--- config.mk ---
export PLATFORM = sky130hd
export DESIGN_NAME = dram_timing_monitor
export DESIGN_NICKNAME = d
export VERILOG_FILES = /design/src/rtl/dram_timing_monitor.sv
export SDC_FILE = /design/constraint.sdc
export NUM_CORES = 1
export LEC_CHECK = 0
export ABC_AREA = 1
export BUFFER_PORTS_ARGS = -buffer_cell sky130_fd_sc_hd__clkbuf_2
export CAP_MARGIN = 20
export CORE_MARGIN = 2
export CORE_UTILIZATION = 40
export CTS_CLUSTER_DIAMETER = 100
export DETAILED_ROUTE_END_ITERATION = 7
export HOLD_SLACK_MARGIN = 0.05
export PLACE_DENSITY = 0.61
export SLEW_MARGIN = 20
export SYNTH_ARGS = -nofsm -noshare
export SYNTH_HDL_FRONTEND = slang
export SYNTH_SLANG_ARGS = --single-unit
--- constraint.sdc ---
create_clock -name clk -period 2.7 [get_ports clk]
set_input_delay 0 -clock clk [delete_from_list [all_inputs] [get_ports clk]]
set_output_delay 0 -clock clk [all_outputs]
set_load 0.02 [all_outputs]
--- src/rtl/dram_timing_monitor.sv ---
module dram_timing_monitor #(
  parameter int NBANKS = 4,
  parameter int CW = 6,
  parameter int MAX_CL = 16
) (
  input  logic                          clk,
  input  logic                          rst,
  input  logic [2:0]                    cmd,
  input  logic [$clog2(NBANKS)-1:0]     bank,
  input  logic [$clog2(MAX_CL+1)-1:0]   cfg_cl,
  input  logic [CW-1:0]                 cfg_trcd,
  input  logic [CW-1:0]                 cfg_tras,
  input  logic [CW-1:0]                 cfg_trp,
  input  logic [CW-1:0]                 cfg_trrd,
  input  logic [CW-1:0]                 cfg_twr,
  input  logic [CW-1:0]                 cfg_twtr,
  input  logic [CW-1:0]                 cfg_wlbl,
  output logic                          viol,
  output logic [3:0]                    viol_code,
  output logic                          rd_valid
);
  localparam int BW  = $clog2(NBANKS);
  localparam int CLW = $clog2(MAX_CL+1);
  localparam logic [CW-1:0] SAT = {CW{1'b1}};
  localparam logic [CW-1:0] ONE = CW'(1);

  logic [NBANKS-1:0] open_q;
  logic [CW-1:0]     act_age [NBANKS];
  logic [CW-1:0]     pre_age [NBANKS];
  logic [CW-1:0]     wr_age  [NBANKS];
  logic [CW-1:0]     gact_age, gwr_age;
  logic [BW-1:0]     last_act;
  logic [MAX_CL-1:0] rd_sr;

  wire is_act = (cmd == 3'd1);
  wire is_rd  = (cmd == 3'd2);
  wire is_wr  = (cmd == 3'd3);
  wire is_pre = (cmd == 3'd4);

  wire [CW:0] trc_win  = {1'b0, cfg_tras} + {1'b0, cfg_trp};
  wire [CW:0] twr_win  = {1'b0, cfg_wlbl} + {1'b0, cfg_twr};
  wire [CW:0] twtr_win = {1'b0, cfg_wlbl} + {1'b0, cfg_twtr};

  wire [CW-1:0] a_age = act_age[bank];
  wire [CW-1:0] p_age = pre_age[bank];
  wire [CW-1:0] w_age = wr_age[bank];

  wire f_proto = ((is_rd | is_wr) & ~open_q[bank]) | (is_act & open_q[bank]);
  wire f_rcd   = (is_rd | is_wr) & (a_age < cfg_trcd);
  wire f_ras   = is_pre & (a_age < cfg_tras);
  wire f_rp    = is_act & (p_age < cfg_trp);
  wire f_rc    = is_act & ({1'b0, a_age} < trc_win);
  wire f_rrd   = is_act & (last_act != bank) & (gact_age < cfg_trrd);
  wire f_wr    = is_pre & ({1'b0, w_age} < twr_win);
  wire f_wtr   = is_rd & ({1'b0, gwr_age} < twtr_win);

  always_comb begin
    if      (f_proto) viol_code = 4'd1;
    else if (f_rcd)   viol_code = 4'd2;
    else if (f_ras)   viol_code = 4'd3;
    else if (f_rp)    viol_code = 4'd4;
    else if (f_rc)    viol_code = 4'd5;
    else if (f_rrd)   viol_code = 4'd6;
    else if (f_wr)    viol_code = 4'd7;
    else if (f_wtr)   viol_code = 4'd8;
    else              viol_code = 4'd0;
  end

  assign viol = |viol_code;

  function automatic logic [CW-1:0] bump(input logic [CW-1:0] v);
    return (v == SAT) ? SAT : v + ONE;
  endfunction

  always_ff @(posedge clk) begin
    if (rst) begin
      open_q   <= '0;
      gact_age <= SAT;
      gwr_age  <= SAT;
      last_act <= '0;
      rd_sr    <= '0;
      for (int b = 0; b < NBANKS; b++) begin
        act_age[b] <= SAT;
        pre_age[b] <= SAT;
        wr_age[b]  <= SAT;
      end
    end else begin
      for (int b = 0; b < NBANKS; b++) begin
        act_age[b] <= (is_act && bank == BW'(b)) ? ONE : bump(act_age[b]);
        pre_age[b] <= (is_pre && bank == BW'(b)) ? ONE : bump(pre_age[b]);
        wr_age[b]  <= (is_wr  && bank == BW'(b)) ? ONE : bump(wr_age[b]);
        if (is_act && bank == BW'(b)) open_q[b] <= 1'b1;
        else if (is_pre && bank == BW'(b)) open_q[b] <= 1'b0;
      end
      gact_age <= is_act ? ONE : bump(gact_age);
      gwr_age  <= is_wr  ? ONE : bump(gwr_age);
      if (is_act) last_act <= bank;
      rd_sr <= {rd_sr[MAX_CL-2:0], is_rd & ~viol};
    end
  end

  always_comb begin
    rd_valid = 1'b0;
    for (int i = 0; i < MAX_CL; i++)
      if (cfg_cl == CLW'(i + 1)) rd_valid = rd_sr[i];
  end
endmodule

### After elaboration in Yosys (flattened, before gate mapping)

Memories as Yosys holds them, arrays and structs flattened.
Cells that the tools add are included.

* add/sub/neg operators: 17
* multipliers: 0
* divide/modulo/power cells: 0
* $lt $le $gt $ge: 8
* equality and inequality tests: 38
* shift operators: 0
* multiplexer cells: 77
* bitwise logic cells: 27
* reduce and logical (&&, ||, !) cells: 20

Operator list (count)
* two-way mux 6 bit: 40
* adder 6 x 1 -> 6 bit, second input constant: 14
* == test 6 bit, second input constant: 14
* == test 5 x 4 -> 1 bit, second input constant: 8
* two-way mux 4 bit: 8
* two-way mux 1 bit: 28
* less-than comparator 6 bit: 4
* adder 6 x 6 -> 7 bit: 3
* less-than comparator 6 x 7 -> 1 bit: 3
* == test 5 x 3 -> 1 bit, second input constant: 4
* OR 1 bit: 14
* logical AND 1 bit: 12
* bitwise AND 1 bit: 11
* == test 5 x 2 -> 1 bit, second input constant: 2
* nonzero test 2 bit: 4
* == test 3 x 2 -> 1 bit, second input constant: 2
* OR reduction 3 bit: 2
* == test 5 x 1 -> 1 bit, second input constant: 1
* == test 5 bit, second input constant: 1
* == test 2 bit, second input constant: 2
* OR reduction 4 bit: 1
* == test 3 x 1 -> 1 bit, second input constant: 1
* == test 3 bit, second input constant: 1
* less-than comparator 2 x 3 -> 1 bit, second input constant: 1
* 5 further kinds: 6

* register bits after elaboration: 34
* bits in latches: 0
* bits in writable memories: 72
* bits in read-only memories: 0
* bits of input ports: 54
* output and inout port bits: 6
* logic and storage cells: 200
* memories: 3

Memory list
* act_age: depth 4, bits a word 6, read ports 5, clocked after memory_dff 0, write ports 4, RTL line 28 `logic [CW-1:0] act_age [NBANKS];`
* pre_age: depth 4, bits a word 6, read ports 5, clocked after memory_dff 0, write ports 4, RTL line 29 `logic [CW-1:0] pre_age [NBANKS];`
* wr_age: depth 4, bits a word 6, read ports 5, clocked after memory_dff 0, write ports 4, RTL line 30 `logic [CW-1:0] wr_age [NBANKS];`

### Depth between registers and ports, before layout

* depth after elaboration: 17
* gate-level depth with buffers: 18
* depth with buffers taken out: 18

### Worst setup path before layout

OpenSTA, ideal clock, no wires.

* path kind: input-to-reg
* start: input port cfg_twtr[0]
* end: register rd_sr[0]
* library setup time: 115 ps
* data arrival time: 2169 ps
* required time: 2585 ps
* path slack: 417 ps
* stages: 12
* path buffers: 0
* cell sequence: ha_1 -> fa_1 -> a31oi_1 -> xor2_1 -> ha_1 -> a21o_1 -> a21oi_1 -> nand2_1 -> nor3_2 -> nor2_2 -> nand3_2 -> nor2_2

* word-level cells in the longest chain between the ends: 14

Ends and longest elaborated chain
* from (decl): RTL line 16 `input logic [CW-1:0] cfg_twtr,`
* adder 6 x 6 -> 7 bit: RTL line 42 `wire [CW:0] twtr_win = {1'b0, cfg_wlbl} + {1'b0, cfg_twtr};`
* less-than comparator 6 x 7 -> 1 bit: RTL line 55 `wire f_wtr = is_rd & ({1'b0, gwr_age} < twtr_win);`
* bitwise AND 1 bit: RTL line 55
* two-way mux 4 bit: RTL line 65 `else if (f_wtr) viol_code = 4'd8;`
* two-way mux 4 bit: RTL line 64 `else if (f_wr) viol_code = 4'd7;`
* two-way mux 4 bit: RTL line 63 `else if (f_rrd) viol_code = 4'd6;`
* two-way mux 4 bit: RTL line 62 `else if (f_rc) viol_code = 4'd5;`
* two-way mux 4 bit: RTL line 61 `else if (f_rp) viol_code = 4'd4;`
* two-way mux 4 bit: RTL line 60 `else if (f_ras) viol_code = 4'd3;`
* two-way mux 4 bit: RTL line 59 `else if (f_rcd) viol_code = 4'd2;`
* two-way mux 4 bit: RTL line 58 `if (f_proto) viol_code = 4'd1;`
* via viol_code[3]: RTL line 19 `output logic [3:0] viol_code,`
* OR reduction 4 bit: RTL line 69 `assign viol = |viol_code;`
* via viol: RTL line 18 `output logic viol,`
* NOT 1 bit: RTL line 98 `rd_sr <= {rd_sr[MAX_CL-2:0], is_rd & ~viol};`
* bitwise AND 1 bit: RTL line 98
* to (signal assigned): RTL line 98
* to (decl): RTL line 33 `logic [MAX_CL-1:0] rd_sr;`

The timed path passes the listed nets, and every way through them passes these cells.
A chain may end at the register's enable or synchronous reset.

==> results.cfg <==
[power]
ir_drop_v = 0.000491
cellLeakagePower_uw = 0.00402
p_total_uw = 7430
power_density_mw_per_mm2 = 955

[floorplanning]
pin_count = 60
fp.coreArea_mm2 = 0.0166
initial_core_util_pct = 40.9
design.die.area_mm2 = 0.0181
die_x_um = 134
num_rows = 47
die_h_um = 134

[cells_and_area]
fillers = 1707
stdcell_count = 1279
syn_to_final_growth_pct = 14.3
diodes = 0
final_nets = 1178
layout-drive-gt1-share_pct = 11.1

[cts]
clockBufferDepth = 2
cts_max_level = 3
path_clk_slew_ns = 0.08
cts_tree = yes
cts_buffers = 9
worstSkewPairLatency_ns = 0.37
cts_root_buf = clkbuf_16
clkSinkCount = 106

[yosys]
synth_area_leaders = dfxtp_1 (31%), ha_1 (12%), nand2_1 (11%)
syn_area_per_cell_um2 = 6.91
synthCells = 986
ys_seq_elements = 106
synth_top_area_share_pct = 31.2
ys_warn_count = 0
post_synth_num_cell_types = 43
synth_ff_type = dfxtp_1
async_reset_ff_share_pct = 0
yosysMostFrequentCell = nand2_1
synth_common_cells = nand2_1 (204), inv_1 (160), dfxtp_1 (106), nor2_1 (106), o21ai_0 (75)
synth_nets = 1110
post-synth-top-area-cell = dfxtp_1
seq_area_frac_synth_pct = 31.2
synth_edf_count = 0
syn_area_mm2 = 0.00681

[run_status]
status = complete, no violations

[setup_path]
critPathKind = flip-flop to output pin
required_ns = 2.70
cp.arrival_ns = 2.53
path_cells = a22oi_1 -> o221ai_2 -> ha_1 -> a21oi_1 -> o21a_1 -> nand3_1 -> nand2_2 -> inv_1 -> nand2_1 -> nand2_1 -> nand3_2 -> buf_2
slowest_delay_ns = 0.35
crit_path_end_kind = output pin
critPathLaunchType = flip-flop
path_common_cell = nand2_1
crit_slowest_cell = dfxtp_1
crit_fanout = 5

[timing]
clock_skew_ns = 0.00908
tightest_slew_ns = 0.792
hold_viol = 0
period_needed_ns = 2.53
fin_crit_sh_pct = 93.8
max_freq_mhz = 395
finalWorstSetupSlack_ns = 0.167
setup-violations-final = 0
final-max-slew-violation-count = 0
whs_ns = 0.0543
slew_headroom_pct = 46.9

[routing]
wl_um = 17100
avgViaCountPerCell = 4.95
initialDrtViolationCount = 364
vias = 6327
drc = 0
ant_nets = 0
drt-pass1-iter-count = 5
routedWlPerCell_um = 13.4

[placement]
port_buffers = 59
dp.cells = 1257
pre_cts_ws_ns = 0.297
gp_congestion = 0.865
hpwl_um = 13400

[global_routing]
overflow = 0
grt_pass1_wl_um = 28400
antenna_found_initial = 0
grt_start_max_net_pins = 43
grtUsageTotal_pct = 19.6
grt_pass1_vias = 5980

[min_path]
hold_class = input pin to flip-flop

[job]
drv_cap = 0
logic make-up (layout without fill, tap and decap cells):
| kind of cell | Yosys count | after routing | share of synthesized area, % |
|---|---|---|---|
| buffers and inverters | 183 | 256 | 10.2 |
| AO/OA/AOI/OAI | 179 | 179 | 15.1 |
| adder cells (fa/ha/maj) | 70 | 70 | 13.2 |
| flip-flops | 106 | 106 | 31.2 |
| XOR/XNOR | 27 | 27 | 3.47 |
| AND/OR/NAND/NOR | 421 | 421 | 26.8 |
sequential cells by signal, summed over array words and instances, names as in the netlist:
register  cells
act_age      24
open_q        4
rd_sr        16
last_act      2
gact_age      6
wr_age       24
gwr_age       6
pre_age      24
final cells by class:
class,count,area (um^2),area share (%)
Multi-Input combinational cell,697,4030,51.7
Clock inverter,7,85.1,1.09
Clock buffer,9,225,2.89
Timing Repair Buffer,75,430,5.53
Inverter,165,619,7.96
Tap cell,220,275,3.54
Sequential cell,106,2120,27.3
layout by cell type (no fill, tap or decap), types with 3 or more instances in the layout:
cell type / n
clkbuf_2: 58
nor2_2: 6
nand2_1: 203
inv_1: 160
dlygate4sd3_1: 6
o221ai_1: 4
inv_2: 5
nand3_2: 6
fa_1: 3
nor3b_1: 3
o21a_1: 4
clkinv_4: 3
a31oi_1: 3
a22oi_1: 13
nor3_1: 12
nand4_1: 23
a21oi_1: 52
clkbuf_16: 9
xnor2_1: 7
xor2_1: 20
o22ai_1: 4
buf_4: 10
nand3_1: 51
ha_1: 67
nor2_1: 106
o211ai_1: 6
dfxtp_1: 105
o21ai_0: 75
nor3_2: 3
power by group:
part	switching [uW]	internal, uW	leakage [uW]
Sequential	506	2090	0.000875
Clock	650	737	0.000153
Combinational	2070	1380	0.00300
metal layers:
layer	share of wire (%)	track usage (%)	vias up
met5	0	0	-
met4	1.6	6.14	0
met3	4.0	3.98	18
met2	47	32.9	105
met1	48	25.4	2822
li1	-	-	3382
worst max-delay path, delay by kind of cell (launching register included):
| kind | cells | cell delay [ns] |
|---|---|---|
| compound gates | 4 | 0.78 |
| fa+ha+maj | 1 | 0.32 |
| buf+inv | 2 | 0.20 |
| flops | 1 | 0.35 |
| simple gates | 5 | 0.51 |
metrics by stage:
step | utilization, % | area, um^2 | setup TNS (ns)
2_1_floorplan | - | 6810 | 0
3_3_place_gp | 44.3 | 7380 | 0
3_5_place_dp | 44.3 | 7380 | 0
4_1_cts | 46.6 | 7750 | 0
5_1_grt | 46.8 | 7780 | -0.0000855
6_report | 46.8 | 7780 | 0
final timing paths:
check,startpoint,endpoint,slack (ns),depth (start not counted)
worst max-delay path,act_age[0][5],viol,0.17,12
worst max register to register,act_age[0][5],rd_sr[0],0.57,12
worst min register to register,rd_sr[4],rd_sr[5],0.42,2
worst min-delay path,cmd[2],gwr_age[3],0.05,3
repair_timing:
item	CTS	global route
hold endpoints to repair	5	0
hold buffers	6	0
gates resized for setup	0	9
setup buffers	0	0
endpoints found under the setup margin	0	2
Note: power is estimated with default switching activity, not from simulation.
